$ cat config.mk
export PLATFORM = sky130hd
export DESIGN_NAME = wdog_top
export DESIGN_NICKNAME = d
export VERILOG_FILES = /design/src/rtl/wdog_pkg.sv /design/src/rtl/wdog_feed_seq.sv /design/src/rtl/wdog_prescaler.sv /design/src/rtl/wdog_counter.sv /design/src/rtl/wdog_regs.sv /design/src/rtl/wdog_cause.sv /design/src/rtl/wdog_top.sv
export SDC_FILE = /design/constraint.sdc
export NUM_CORES = 1
export LEC_CHECK = 0
export BUFFER_PORTS_ARGS = -buffer_cell sky130_fd_sc_hd__buf_2
export CORE_AREA = 2 2 76 78
export DETAILED_ROUTE_END_ITERATION = 10
export DIE_AREA = 0 0 78 80
export PLACE_DENSITY = 0.69
export SLEW_MARGIN = 20
export SYNTH_ARGS = -nofsm -noshare
export SYNTH_HDL_FRONTEND = slang
export SYNTH_SLANG_ARGS = --single-unit
$ cat constraint.sdc
create_clock -name clk_i -period 2 [get_ports clk_i]
set_input_delay 0.4 -clock clk_i [delete_from_list [all_inputs] [get_ports clk_i]]
set_output_delay 0.4 -clock clk_i [all_outputs]
set_load 0.05 [all_outputs]
$ cat src/rtl/wdog_pkg.sv
package wdog_pkg;
  typedef enum logic [1:0] {
    REG_CTRL   = 2'd0,
    REG_RELOAD = 2'd1,
    REG_KEY_A  = 2'd2,
    REG_KEY_B  = 2'd3
  } wdog_addr_e;

  localparam logic [7:0] KEY_A_VAL = 8'hA5;
  localparam logic [7:0] KEY_B_VAL = 8'h5A;
  localparam int RUN_BIT  = 2;
  localparam int FLAG_BIT = 1;
endpackage

$ cat src/rtl/wdog_feed_seq.sv
module wdog_feed_seq
  import wdog_pkg::*;
#(
  parameter int REG_W = 8
) (
  input  logic             clk_i,
  input  logic             rst_ni,
  input  logic             acc_i,
  input  logic             we_i,
  input  logic [1:0]       addr_i,
  input  logic [REG_W-1:0] wdata_i,
  output logic             feed_o
);
  logic armed_q;
  logic key_a_hit;

  assign key_a_hit = acc_i && we_i && (addr_i == REG_KEY_A) && (wdata_i == REG_W'(KEY_A_VAL));
  assign feed_o    = armed_q && acc_i && we_i && (addr_i == REG_KEY_B) &&
                     (wdata_i == REG_W'(KEY_B_VAL));

  // any access re-evaluates the arm; idle cycles keep it
  always_ff @(posedge clk_i or negedge rst_ni) begin
    if (!rst_ni)    armed_q <= 1'b0;
    else if (acc_i) armed_q <= key_a_hit;
  end
endmodule

$ cat src/rtl/wdog_prescaler.sv
module wdog_prescaler #(
  parameter int SEL_W    = 3,
  parameter int PRE_BASE = 5
) (
  input  logic             clk_i,
  input  logic             rst_ni,
  input  logic             run_i,
  input  logic             clear_i,
  input  logic [SEL_W-1:0] sel_i,
  output logic             tick_o
);
  localparam int PRE_W = PRE_BASE + (1 << SEL_W) - 1;

  logic [PRE_W-1:0] pre_q;
  logic [PRE_W-1:0] mask;

  always_comb begin
    for (int i = 0; i < PRE_W; i++) mask[i] = (i < (int'(sel_i) + PRE_BASE));
  end

  assign tick_o = run_i && (&(pre_q | ~mask));

  always_ff @(posedge clk_i or negedge rst_ni) begin
    if (!rst_ni)      pre_q <= '0;
    else if (clear_i) pre_q <= '0;
    else if (run_i)   pre_q <= pre_q + 1'b1;
  end
endmodule

$ cat src/rtl/wdog_counter.sv
module wdog_counter #(
  parameter int CNT_W = 8
) (
  input  logic             clk_i,
  input  logic             rst_ni,
  input  logic             load_i,
  input  logic             tick_i,
  input  logic [CNT_W-1:0] reload_i,
  output logic             expire_o,
  output logic [CNT_W-1:0] cnt_o
);
  logic [CNT_W-1:0] cnt_q;

  // restart wins over an expiry in the same cycle
  assign expire_o = tick_i && (cnt_q == '0) && !load_i;
  assign cnt_o    = cnt_q;

  always_ff @(posedge clk_i or negedge rst_ni) begin
    if (!rst_ni)       cnt_q <= '0;
    else if (load_i)   cnt_q <= reload_i;
    else if (expire_o) cnt_q <= reload_i;
    else if (tick_i)   cnt_q <= cnt_q - 1'b1;
  end
endmodule

$ cat src/rtl/wdog_regs.sv
module wdog_regs
  import wdog_pkg::*;
#(
  parameter int REG_W = 8,
  parameter int SEL_W = 3
) (
  input  logic             clk_i,
  input  logic             rst_ni,
  input  logic             acc_i,
  input  logic             we_i,
  input  logic [1:0]       addr_i,
  input  logic [REG_W-1:0] wdata_i,
  input  logic             feed_i,
  input  logic             flag_i,
  output logic [SEL_W-1:0] sel_o,
  output logic             run_o,
  output logic [REG_W-1:0] reload_o,
  output logic             flag_clr_o,
  output logic [REG_W-1:0] rdata_o
);
  logic [SEL_W-1:0] sel_q;
  logic             run_q;
  logic             stop_pend_q;
  logic [REG_W-1:0] reload_q;
  logic             ctrl_wr;

  assign ctrl_wr    = acc_i && we_i && (addr_i == REG_CTRL);
  assign flag_clr_o = ctrl_wr && !wdata_i[FLAG_BIT];

  always_ff @(posedge clk_i or negedge rst_ni) begin
    if (!rst_ni) begin
      sel_q       <= '1;
      run_q       <= 1'b1;
      stop_pend_q <= 1'b0;
      reload_q    <= '0;
    end else begin
      if (ctrl_wr) begin
        sel_q <= wdata_i[REG_W-1 -: SEL_W];
        if (wdata_i[RUN_BIT]) begin
          run_q       <= 1'b1;
          stop_pend_q <= 1'b0;
        end else begin
          stop_pend_q <= 1'b1;
        end
      end
      if (acc_i && we_i && (addr_i == REG_RELOAD)) reload_q <= wdata_i;
      if (feed_i && stop_pend_q) begin
        run_q       <= 1'b0;
        stop_pend_q <= 1'b0;
      end
    end
  end

  always_comb begin
    rdata_o = '0;
    unique case (addr_i)
      REG_CTRL: begin
        rdata_o[REG_W-1 -: SEL_W] = sel_q;
        rdata_o[RUN_BIT]          = run_q;
        rdata_o[FLAG_BIT]         = flag_i;
      end
      REG_RELOAD: rdata_o = reload_q;
      default:    rdata_o = '0;
    endcase
  end

  assign sel_o    = sel_q;
  assign run_o    = run_q;
  assign reload_o = reload_q;
endmodule

$ cat src/rtl/wdog_cause.sv
module wdog_cause (
  input  logic clk_i,
  input  logic rst_ni,
  input  logic por_ni,
  input  logic expire_i,
  input  logic clr_i,
  output logic flag_o
);
  logic alive_q;
  logic alive_d_q;
  logic cause_q;
  logic flag_q;

  // low during system reset and until the first edge after release
  always_ff @(posedge clk_i or negedge rst_ni) begin
    if (!rst_ni) alive_q <= 1'b0;
    else         alive_q <= 1'b1;
  end

  // power-on domain: outlives the system reset it requested
  always_ff @(posedge clk_i or negedge por_ni) begin
    if (!por_ni) begin
      alive_d_q <= 1'b0;
      cause_q   <= 1'b0;
      flag_q    <= 1'b0;
    end else begin
      alive_d_q <= alive_q;
      if (!alive_q)      flag_q <= cause_q;
      else if (expire_i) flag_q <= 1'b1;
      else if (clr_i)    flag_q <= 1'b0;
      if (expire_i)                    cause_q <= 1'b1;
      else if (alive_q && !alive_d_q)  cause_q <= 1'b0;
    end
  end

  assign flag_o = flag_q;
endmodule

$ cat src/rtl/wdog_top.sv
module wdog_top #(
  parameter int SEL_W    = 3,
  parameter int PRE_BASE = 5,
  parameter int DATA_W   = 16,
  parameter int REG_W    = 8
) (
  input  logic              clk_i,
  input  logic              rst_ni,
  input  logic              por_ni,
  input  logic              bus_sel_i,
  input  logic              bus_we_i,
  input  logic [1:0]        bus_addr_i,
  input  logic [DATA_W-1:0] bus_wdata_i,
  output logic [REG_W-1:0]  bus_rdata_o,
  output logic              wd_rst_req_o
);
  localparam int CNT_W = REG_W;

  logic [REG_W-1:0] wdata_lo;
  logic             unused_hi_bits;
  logic             feed_ok;
  logic             flag;
  logic             flag_clr;
  logic [SEL_W-1:0] sel;
  logic             run;
  logic [CNT_W-1:0] reload;
  logic [CNT_W-1:0] cnt;
  logic             tick;
  logic             expire;
  logic             req_q;

  assign wdata_lo       = bus_wdata_i[REG_W-1:0];
  assign unused_hi_bits = ^bus_wdata_i[DATA_W-1:REG_W];

  wdog_feed_seq #(.REG_W(REG_W)) u_feed (
    .clk_i, .rst_ni, .acc_i(bus_sel_i), .we_i(bus_we_i), .addr_i(bus_addr_i),
    .wdata_i(wdata_lo), .feed_o(feed_ok)
  );

  wdog_regs #(.REG_W(REG_W), .SEL_W(SEL_W)) u_regs (
    .clk_i, .rst_ni, .acc_i(bus_sel_i), .we_i(bus_we_i), .addr_i(bus_addr_i),
    .wdata_i(wdata_lo), .feed_i(feed_ok), .flag_i(flag), .sel_o(sel), .run_o(run),
    .reload_o(reload), .flag_clr_o(flag_clr), .rdata_o(bus_rdata_o)
  );

  wdog_prescaler #(.SEL_W(SEL_W), .PRE_BASE(PRE_BASE)) u_pre (
    .clk_i, .rst_ni, .run_i(run), .clear_i(feed_ok), .sel_i(sel), .tick_o(tick)
  );

  wdog_counter #(.CNT_W(CNT_W)) u_cnt (
    .clk_i, .rst_ni, .load_i(feed_ok), .tick_i(tick), .reload_i(reload),
    .expire_o(expire), .cnt_o(cnt)
  );

  wdog_cause u_cause (
    .clk_i, .rst_ni, .por_ni, .expire_i(expire), .clr_i(flag_clr), .flag_o(flag)
  );

  always_ff @(posedge clk_i or negedge rst_ni) begin
    if (!rst_ni) req_q <= 1'b0;
    else         req_q <= expire;
  end

  assign wd_rst_req_o = req_q;
endmodule

Word level (Yosys, flattened, before mapping)
Cells that the tools add are included.
{ "classes": {"addsub": 3, "n_reduce_logical": 27, "bitwise_logic": 2, "n_eq_ne": 6, "n_mux": 20, "magnitude_cmp": 12} }
{ "ops": {"columns": ["cell", "n"], "rows": [
  ["$lt A4 B32 Y1 const A", 4],
  ["$lt A5 B32 Y1 const A", 4],
  ["$lt A3 B32 Y1 const A", 2],
  ["$lt A2 B32 Y1 const A", 1],
  ["$mux W12", 2],
  ["$mux W8", 3],
  ["$logic_and A1 B1 Y1", 15],
  ["$add A12 B1 Y12 const B", 1],
  ["$mux W1", 12],
  ["$not A12 Y12", 1],
  ["$or A12 B12 Y12", 1],
  ["$reduce_and A12 Y1", 1],
  ["$eq A8 B7 Y1 const B", 1],
  ["$eq A8 B8 Y1 const B", 1],
  ["$logic_not A8 Y1", 1],
  ["$reduce_bool A2 Y1", 4],
  ["$sub A8 B1 Y8 const B", 1],
  ["$pmux W3 S2", 1],
  ["$add A3 B3 Y4 const B", 1],
  ["$eq A2 B2 Y1 const B", 2],
  ["$lt A1 B4 Y1 const A", 1],
  ["$pmux W2 S2", 1],
  ["$logic_not A1 Y1", 3],
  ["$ne A3 B3 Y1 const B", 1],
  ["5 further kinds", 5]
]} }
{ "word_totals": {"ff_bits": 39, "word_cells": 82, "output_inout_bits": 9, "inputBits": 23} }

Logic depth before layout (Yosys ltp)
Gate-level depths: netlist of run 1.
{ "logic_depth": {"depth_word": 10, "mapped_depth": 8, "ltp_nobuf": 7} }

By module
Synthesis of run 1 repeated with hierarchy kept, for this count alone.
{ "unflattened": {"cells_unflattened": 214, "hier_area_um2": 2229.6} }
{ "by_module_without_submodules": {"columns": ["mod", "area_per_inst_um2", "cells_per_inst", "instances"], "rows": [
  ["wdog_prescaler", 720.7, 77, 1],
  ["wdog_regs", 655.6, 49, 1],
  ["wdog_counter", 589.3, 63, 1],
  ["wdog_cause", 137.6, 11, 1],
  ["wdog_feed_seq", 101.3, 13, 1],
  ["wdog_top", 25.0, 1, 1]
]} }

Worst setup path before layout of run 1
Ideal clock, no wire load.
{ "synth_path": {"path_kind": "reg-to-reg", "startpoint": "register u_regs.sel_q[0] (netlist: u_regs.sel_o[0])", "endpoint": "register u_cnt.cnt_q[2] (netlist: u_cnt.cnt_o[2])", "period_less_slack_ns": 2.049, "slack_ns": -0.049, "t_arrival_ns": 1.969, "required_ns": 1.920, "path_buffers": 0, "path_stages_with_launch": 8, "cell_sequence": "dfstp_2 -> inv_1 -> ha_1 -> nor2b_1 -> a2111oi_4 -> o31ai_2 -> or4_4 -> o211ai_2"} }
{ "synth_via": {"elab_chain_len": 10, "word_cells_on_any_way": 22, "classes_between": "add/sub: 1; order compare: 12; mux: 2; bitwise: 2; reduce/logical: 5"} }
{ "synth_lines": {"columns": ["item", "line", "text"], "rows": [
  ["start, declared", "wdog_regs.sv:21", "logic [SEL_W-1:0] sel_q;"],
  ["start signal, assigned", "wdog_regs.sv:38", "sel_q <= wdata_i[REG_W-1 -: SEL_W];"],
  ["$add A3 B3 Y4 (*)", "wdog_prescaler.sv:18", "for (int i = 0; i < PRE_W; i++) mask[i] = (i < (int'(sel_i) + PRE_BASE));"],
  ["$lt A2 B32 Y1, or another cell as far along", "wdog_prescaler.sv:18", null],
  ["$not A12 Y12 (*)", "wdog_prescaler.sv:21", "assign tick_o = run_i && (&(pre_q | ~mask));"],
  ["$or A12 B12 Y12 (*)", "wdog_prescaler.sv:21", null],
  ["$reduce_and A12 Y1 (*)", "wdog_prescaler.sv:21", null],
  ["$logic_and A1 B1 Y1 (*)", "wdog_prescaler.sv:21", null],
  ["$logic_and A1 B1 Y1 (2 in series)", "wdog_counter.sv:15", "assign expire_o = tick_i && (cnt_q == '0) && !load_i;"],
  ["$mux W8", "wdog_counter.sv:21", "else if (expire_o) cnt_q <= reload_i;"],
  ["$mux W8", "wdog_counter.sv:20", "else if (load_i) cnt_q <= reload_i;"],
  ["end signal, assigned", "wdog_counter.sv:20", null],
  ["end signal, assigned", "wdog_counter.sv:21", null],
  ["end signal, assigned", "wdog_counter.sv:22", "else if (tick_i) cnt_q <= cnt_q - 1'b1;"],
  ["end, declared", "wdog_counter.sv:12", "logic [CNT_W-1:0] cnt_q;"]
]} }
Every way passes the cells marked *; elsewhere a longest branch is shown, timed or not.
A chain may end at the register's enable or synchronous reset.

Final worst setup path of run 1
{ "layout_path": {"startpoint": "register u_regs.sel_q[1] (netlist: u_regs.sel_o[1])", "endpoint": "register u_cnt.cnt_q[4] (netlist: u_cnt.cnt_o[4])"} }
The elaborated chain is that of the path after synthesis.

==> flow_metrics.tcl, run 1 <==
set metrics [dict create \
    run_status "finished, violations left" \
    violations "setup timing" \
    num_antenna_cells 0 \
    timing.max_cap.violations 0 \
    cp-start-kind "flop" \
    crit_arrival_ns 2.23 \
    fin_crit_ns 2.06 \
    grt_max_degree 37 \
    dr.pass1.iters 4 \
    pwr-share-comb_pct 39.7 \
    gr-total-overflow 0 \
    final_nets 300 \
    clock_latency_ns 0.29 \
    rows 27 \
    reg2reg_depth 7 \
    fmax_mhz 485 \
    synthArstFlopShare_pct 100 \
    cpLargestDelayFamily "compound AO/OA/AOI/OAI gates" \
    synthTopCellsByArea "dfrtp_1, mux2_2, dfstp_2" \
    grt_busiest_layer "met2" \
    path_cells "ha_2, nand2b_1, a2111oi_4, buf_4, or3_4, a31oi_2, o32a_1" \
    setup_ws_ns -0.0636 \
    synthXorXnorAreaFrac_pct 3.53 \
    design.die.area_mm2 0.00624 \
    post-route-util_pct 52.1 \
    drc 0 \
    synth-simple-area-share_pct 21.9 \
    synth_compound_area_share_pct 13.9 \
    syn-instance-count 217 \
    use_met2_pct 28.5 \
    cp_max_fo 4 \
    cts_buffers 5 \
    start_util_pct 41.3 \
    synth-seq-cells 39 \
    path_class "flop to flop" \
    critPathSlowestCell "dfstp_2" \
    clockBufferDepth 2 \
    p_int_mw 1.87 \
    cts_root_buffer "clkbuf_8" \
    grt_util_met1_pct 22.9 \
    antenna_left 0 \
    synth.top_cell.area_share_pct 39.2 \
    yosys.cell_count.top_type "dfrtp_1" \
    dp_cells 332 \
    port_buffers 23 \
    chipWidth_um 78 \
    p_leak_nw 1.25 \
    r2r-end "u_cnt.cnt_o[4]" \
    grt_antenna_before_repair 0 \
    htreeDepth 2 \
    setup_viol 7 \
    worstPathRequired_ns 2.17 \
    use_met3_pct 2.04 \
    hold_class "input port to asynchronous set/reset pin" \
    yosys.cell_types.count 61 \
    grt_pass1_wl_mm 8.35 \
    rsz0062_at_grt "yes" \
    drive_gt1_share_pct 36.8 \
    drv_slew 0 \
    finalClockSkew_ns 0.00673 \
    synth_mux_area_share_pct 8.68 \
    wl_per_cell_um 14.5 \
    die_h_um 80 \
    hpwl_mm 3.52 \
    gp_congestion 0.831 \
    ys.flop_type "dfrtp_1" \
    holdWs_ns 0.0536 \
    switching_power_mw 1.09 \
    stdcell_area_mm2 0.00282 \
    max_stage_delay_ns 0.57 \
    synth-edff-count 0 \
    track_usage_pct 16.9 \
    reg2reg_slack_ns -0.06 \
    ys_warn_count 0 \
    regToRegStartpoint "u_regs.sel_o[1]" \
    ir_worst_vdd_v 0.000691 \
    num_vias 1811 \
    syn_to_final_growth_pct 26.0 \
    path_clk_slew_ns 0.08 \
    pwr-share-clk_pct 18.5 \
    path_buf_inv 1 \
    final_cells 344 \
    yosys.area.top_type "dfrtp_1" \
    synthAdderAreaFrac_pct 3.36 \
    end_kind "flop" \
    wl_mm 5.00 \
    synth_top_family_by_area "simple AND/OR/NAND/NOR gates" \
    drtIter0Drc 64 \
    vias_per_cell 5.26 \
    ios 32 \
    swShare_pct 36.8 \
    postSynthAreaPerCell_um2 10.3 \
    postSynthNetCount 246 \
    placed_cell_area_mm2 0.00260 \
    min_period_over_period_pct 103 \
    powerDensity_mw_per_mm2 1050 \
    cts_tree "built" \
    synth_common_cells "dfrtp_1, nor2_1, nand2_1" \
    seq_area_frac_synth_pct 43.9 \
    cts_sinks 39 \
    p_total_mw 2.95 \
    first_global_vias 1752 \
    hold_viol_final 0 \
    core_area_mm2 0.00541 \
    synth_area_mm2 0.00223 \
    pwr-share-seq_pct 41.8 \
]
==> what timing repair did <==
action / 4_1_cts / 5_1_grt
resized for setup: 10 / 8
hold buffers: 1 / 0
endpoints found under the setup margin: 11 / 11
setup buffers: 1 / 2
endpoints found under the hold margin: 3 / 0
pin swaps: 6 / 5
==> power groups by stage <==
| stage | Clock, mW | Sequential, mW | Combinational (mW) |
|---|---|---|---|
| 2_1_floorplan | 0 | 1.20 | 0.706 |
| 4_1_cts | 0.562 | 1.22 | 1.11 |
| 3_5_place_dp | 0 | 1.23 | 1.05 |
| 3_3_place_gp | 0 | 1.22 | 1.03 |
| 5_1_grt | 0.586 | 1.27 | 1.31 |
| 6_report | 0.547 | 1.23 | 1.17 |
==> placed cells by master (no fill, tap or decap), types with 2 or more instances in the layout <==
master,netlist,final
dfrtp_1,35,35
buf_4,2,29
nor2_1,24,23
buf_2,3,23
nand2_1,14,14
mux2_2,11,11
inv_1,11,10
a21oi_1,8,8
mux2i_1,7,7
o21ai_0,6,6
xor2_1,6,6
clkbuf_8,1,6
nor3_1,5,5
nand3_1,6,5
or3_1,5,5
o211ai_1,4,4
ha_1,6,4
dfstp_2,4,4
nand4_1,3,3
and2_1,3,3
and3_1,3,3
xnor2_1,3,3
or4_1,2,2
nor2b_1,3,2
nand2b_1,2,2
nand4b_1,2,2
o31ai_1,2,2
==> logic make-up after synthesis <==
| family | count (synthesis) |
|---|---|
| buffers and inverters | 19 |
| other | 1 |
| xor gates and xnor gates | 9 |
| muxes | 18 |
| AOI/OAI and AO/OA | 39 |
| DFF | 39 |
| and+or+nand+nor | 86 |
| adders and majority gates | 6 |
==> how the worst max path moves through the flow <==
stage                    startpoint             end  slack [ns]  cells past startpoint
detailed placement  u_regs.sel_o[0]  u_cause.flag_o       -0.29                      7
floorplan           u_regs.sel_o[0]  u_cnt.cnt_o[6]        0.02                      7
CTS                 u_regs.sel_o[0]  u_cnt.cnt_o[4]        -0.1                      7
global placement    u_regs.sel_o[0]  u_cnt.cnt_o[7]       -0.25                      7
finish              u_regs.sel_o[1]  u_cnt.cnt_o[4]       -0.06                      7
global route        u_regs.sel_o[1]  u_cnt.cnt_o[4]       -0.15                      7
==> registers in the layout, indices dropped and copies added (netlist names) <==
register and flops:
u_cause.alive_d_q 1, u_cause.alive_q 1, u_cause.cause_q 1, u_cause.flag_o 1, u_cnt.cnt_o 8, u_feed.armed_q 1
u_pre.pre_q 12, u_regs.reload_o 8, u_regs.run_o 1, u_regs.sel_o 3, u_regs.stop_pend_q 1, wd_rst_req_o 1
==> final cells by class <==
class                      instances  area [um^2]
clock inverter                     1         5.00
sequential                        39          981
timing repair buffer              55          374
fill                             512         2590
inverter                          11         41.3
clock buffer                       7         86.3
multi-input combinational        159         1240
tap                               72         90.1
==> through the flow <==
step	setup slack (ns)	TNS, ns
2_1_floorplan	0.0166	0
3_3_place_gp	-0.248	-1.96
3_5_place_dp	-0.288	-2.28
4_1_cts	-0.0997	-0.620
5_1_grt	-0.149	-1.02
6_report	-0.0636	-0.303
==> per-layer routing <==
metal	part of all wire, %	routed length, um	vias up
met4	1.1	57	0
met2	49	2450	35
li1	-	-	886
met5	0	0	-
met3	3.8	190	6
met1	46	2300	884
No activity file was read; power rests on OpenSTA's default activity.
==> run 2, diff against run 1 <==
- CTS_BUF_LIST: not set -> sky130_fd_sc_hd__clkbuf_4
- CTS_CLUSTER_SIZE: not set -> 16
- SYNTH_HIERARCHICAL: not set -> 1
==> run 2 against run 1 <==
Effect of this change:
- sequential share of layout area shrank 0.95 points
- non-clock buffer count grew 8
- largest cell class unchanged
- register-to-register slack lost 0.38 ns
- combinational power grew 15%
- critical path depth grew 3
- final cell count grew 2.0%
- the run still ends with setup timing left
- hold slack gained 0.027 ns
- global-route usage grew 0.81 points
- highest routed layer unchanged
==> flow_metrics.tcl, run 2 <==
set metrics [dict create \
    grt_busiest_layer "met2" \
    drv_slew 0 \
    die_h_um 80 \
    yosys.area.top_type "dfrtp_1" \
    final_nets 305 \
    wl_mm 5.07 \
    hpwl_mm 3.70 \
    syn_to_final_growth_pct 29.8 \
    synthXorXnorAreaFrac_pct 5.11 \
    gr-total-overflow 0 \
    p_leak_nw 1.32 \
    postSynthNetCount 241 \
    largest_register "u_pre/pre_q" \
    yosys.cell_count.top_type "dfrtp_1" \
    synthAdderAreaFrac_pct 2.24 \
    powerDensity_mw_per_mm2 1070 \
    synth.top_cell.area_share_pct 39.3 \
    fin_crit_ns 2.44 \
    use_met2_pct 29.1 \
    dpl_worst_slack_ns -0.536 \
    num_vias 1864 \
    crit_arrival_ns 2.74 \
    first_global_vias 1844 \
    end_kind "flop" \
    port_buffers 23 \
    holdWs_ns 0.0804 \
    cts_tree "built" \
    setup_viol 11 \
    synth_mux_area_share_pct 9.88 \
    path_class "flop to flop" \
    synth_common_cells "dfrtp_1, nor2_1, nand2_1" \
    drive_gt1_share_pct 41.2 \
    cp-start-kind "flop" \
    rsz0062_at_grt "yes" \
    core_area_mm2 0.00541 \
    start_util_pct 41.2 \
    ys_warn_count 6 \
    cts_sinks 39 \
    wl_per_cell_um 14.4 \
    grt_util_met1_pct 23.0 \
    num_antenna_cells 0 \
    rows 27 \
    seq_area_frac_synth_pct 44.0 \
    ios 32 \
    p_total_mw 3.11 \
    violations "setup timing" \
    track_usage_pct 17.7 \
    run_status "finished, violations left" \
    synth-seq-cells 39 \
    setup_ws_ns -0.444 \
    chipWidth_um 78 \
    cp_max_fo 5 \
    hold_viol_final 0 \
    grt_max_degree 37 \
    min_period_over_period_pct 122 \
    drtIter0Drc 97 \
    design.die.area_mm2 0.00624 \
    syn-instance-count 214 \
    drc 0 \
    clock_latency_ns 0.34 \
    synth-simple-area-share_pct 23.5 \
    ir_worst_vdd_v 0.000526 \
    fillCellCount 502 \
    grt_pass1_wl_mm 8.61 \
    finalClockSkew_ns 0.0101 \
    cts_buffers 5 \
    largest_reg_flops 12 \
    grt_antenna_before_repair 0 \
    timing.max_cap.violations 0 \
    yosys.cell_types.count 55 \
    synth-edff-count 0 \
    use_met3_pct 3.85 \
    htreeDepth 2 \
    layout_common_cells "buf_4, dfrtp_1, nor2_1" \
    synthTopCellsByArea "dfrtp_1, dfstp_2, nor2_1" \
    ff_latch_area_um2 981 \
    synth_compound_area_share_pct 11.5 \
    cts_root_buffer "clkbuf_4" \
    fmax_mhz 409 \
    synth_top_family_by_area "simple AND/OR/NAND/NOR gates" \
    path_clk_slew_ns 0.13 \
    synth_area_mm2 0.00223 \
    multi_input_area_mm2 0.00128 \
    ys.flop_type "dfrtp_1" \
    dr.pass1.iters 4 \
    final_common_cell "buf_4" \
    postSynthAreaPerCell_um2 10.4 \
    vias_per_cell 5.31 \
    hold_class "input port to asynchronous set/reset pin" \
    clockBufferDepth 2 \
    gp_congestion 0.821 \
    synthArstFlopShare_pct 100 \
    worstPathRequired_ns 2.29 \
    antenna_left 0 \
]
## run 2: changes by cell type after synthesis, moves of 3 or more
cell      before  now
a21oi_1        8   11
mux2_2        11    8
mux2_4         0    4
nand3_1        6    3
o211ai_1       4    1
o22a_1         0    5
or3_1          5    1
xnor2_1        3    6
## run 2: cells by family (layout without fill, tap and decap cells)
group           Yosys count  count (layout)
simple gates             85              85
flops                    39              39
compound gates           37              37
mux                      19              19
buf+inv                  16              81
xor+xnor                 13              13
fa+ha+maj                 4               4
other cells               1               1
## run 2: final cells by class
type / count / share of cell area (%)
clock inverter: 3 / 1.34
tap: 72 / 3.11
sequential: 39 / 33.9
inverter: 10 / 1.30
timing repair buffer: 63 / 14.7
clock buffer: 5 / 1.30
multi-input combinational: 159 / 44.3
## run 2: path summary, 6_finish.rpt
kind | start | end | slack [ns] | depth (start not counted)
max | u_regs/sel_o[0] | u_cnt/cnt_o[4] | -0.44 | 10
min | rst_ni | u_cnt/cnt_o[3] | 0.08 | 2
max reg2reg | u_regs/sel_o[0] | u_cnt/cnt_o[4] | -0.44 | 10
min reg2reg | u_cause/alive_q | u_cause/alive_d_q | 0.45 | 0
max in group asynchronous | por_ni | u_cause/flag_o | 1.52 | 2
min in group clk_i | bus_wdata_i[3] | u_regs/reload_o[3] | 0.34 | 2
## run 2: what timing repair did
item	4_1_cts	5_1_grt
pin swaps	7	5
endpoints found under the setup margin	11	13
endpoints found under the hold margin	3	0
gates cloned	0	0
resized for setup	9	7
hold buffers	1	0
setup buffers	3	0
## run 2: metrics by stage
stage / instance area [um^2] / instances / utilization [%] / TNS [ns]
3_3_place_gp: 2710 / 339 / 50.2 / -4.19
4_1_cts: 2870 / 351 / 53.1 / -5.14
2_1_floorplan: 2280 / 214 / - / -3.21
6_report: 2890 / 351 / 53.5 / -4.28
3_5_place_dp: 2710 / 339 / 50.2 / -5.36
5_1_grt: 2890 / 351 / 53.5 / -5.78
## run 2: worst max-delay path, stage by stage, from the launching register on
cell       delay, ns
dfstp_2         0.60
ha_4            0.17
xnor2_2         0.08
o21bai_1        0.19
a41oi_2         0.18
a2111oi_4       0.34
buf_4           0.17
and4bb_1        0.22
buf_4           0.12
xor2_1          0.16
o22a_1          0.16
## run 2: layer usage
| layer | wire [um] | part of all wire (%) |
|---|---|---|
| met3 | 205 | 4.0 |
| met4 | 36 | 0.71 |
| met2 | 2420 | 48 |
| met5 | 0 | 0 |
| met1 | 2400 | 47 |
## run 2: report_power, final
| part | switching, mW | internal, mW |
|---|---|---|
| registers | 0.224 | 1.02 |
| logic | 0.672 | 0.670 |
| clock network | 0.269 | 0.257 |
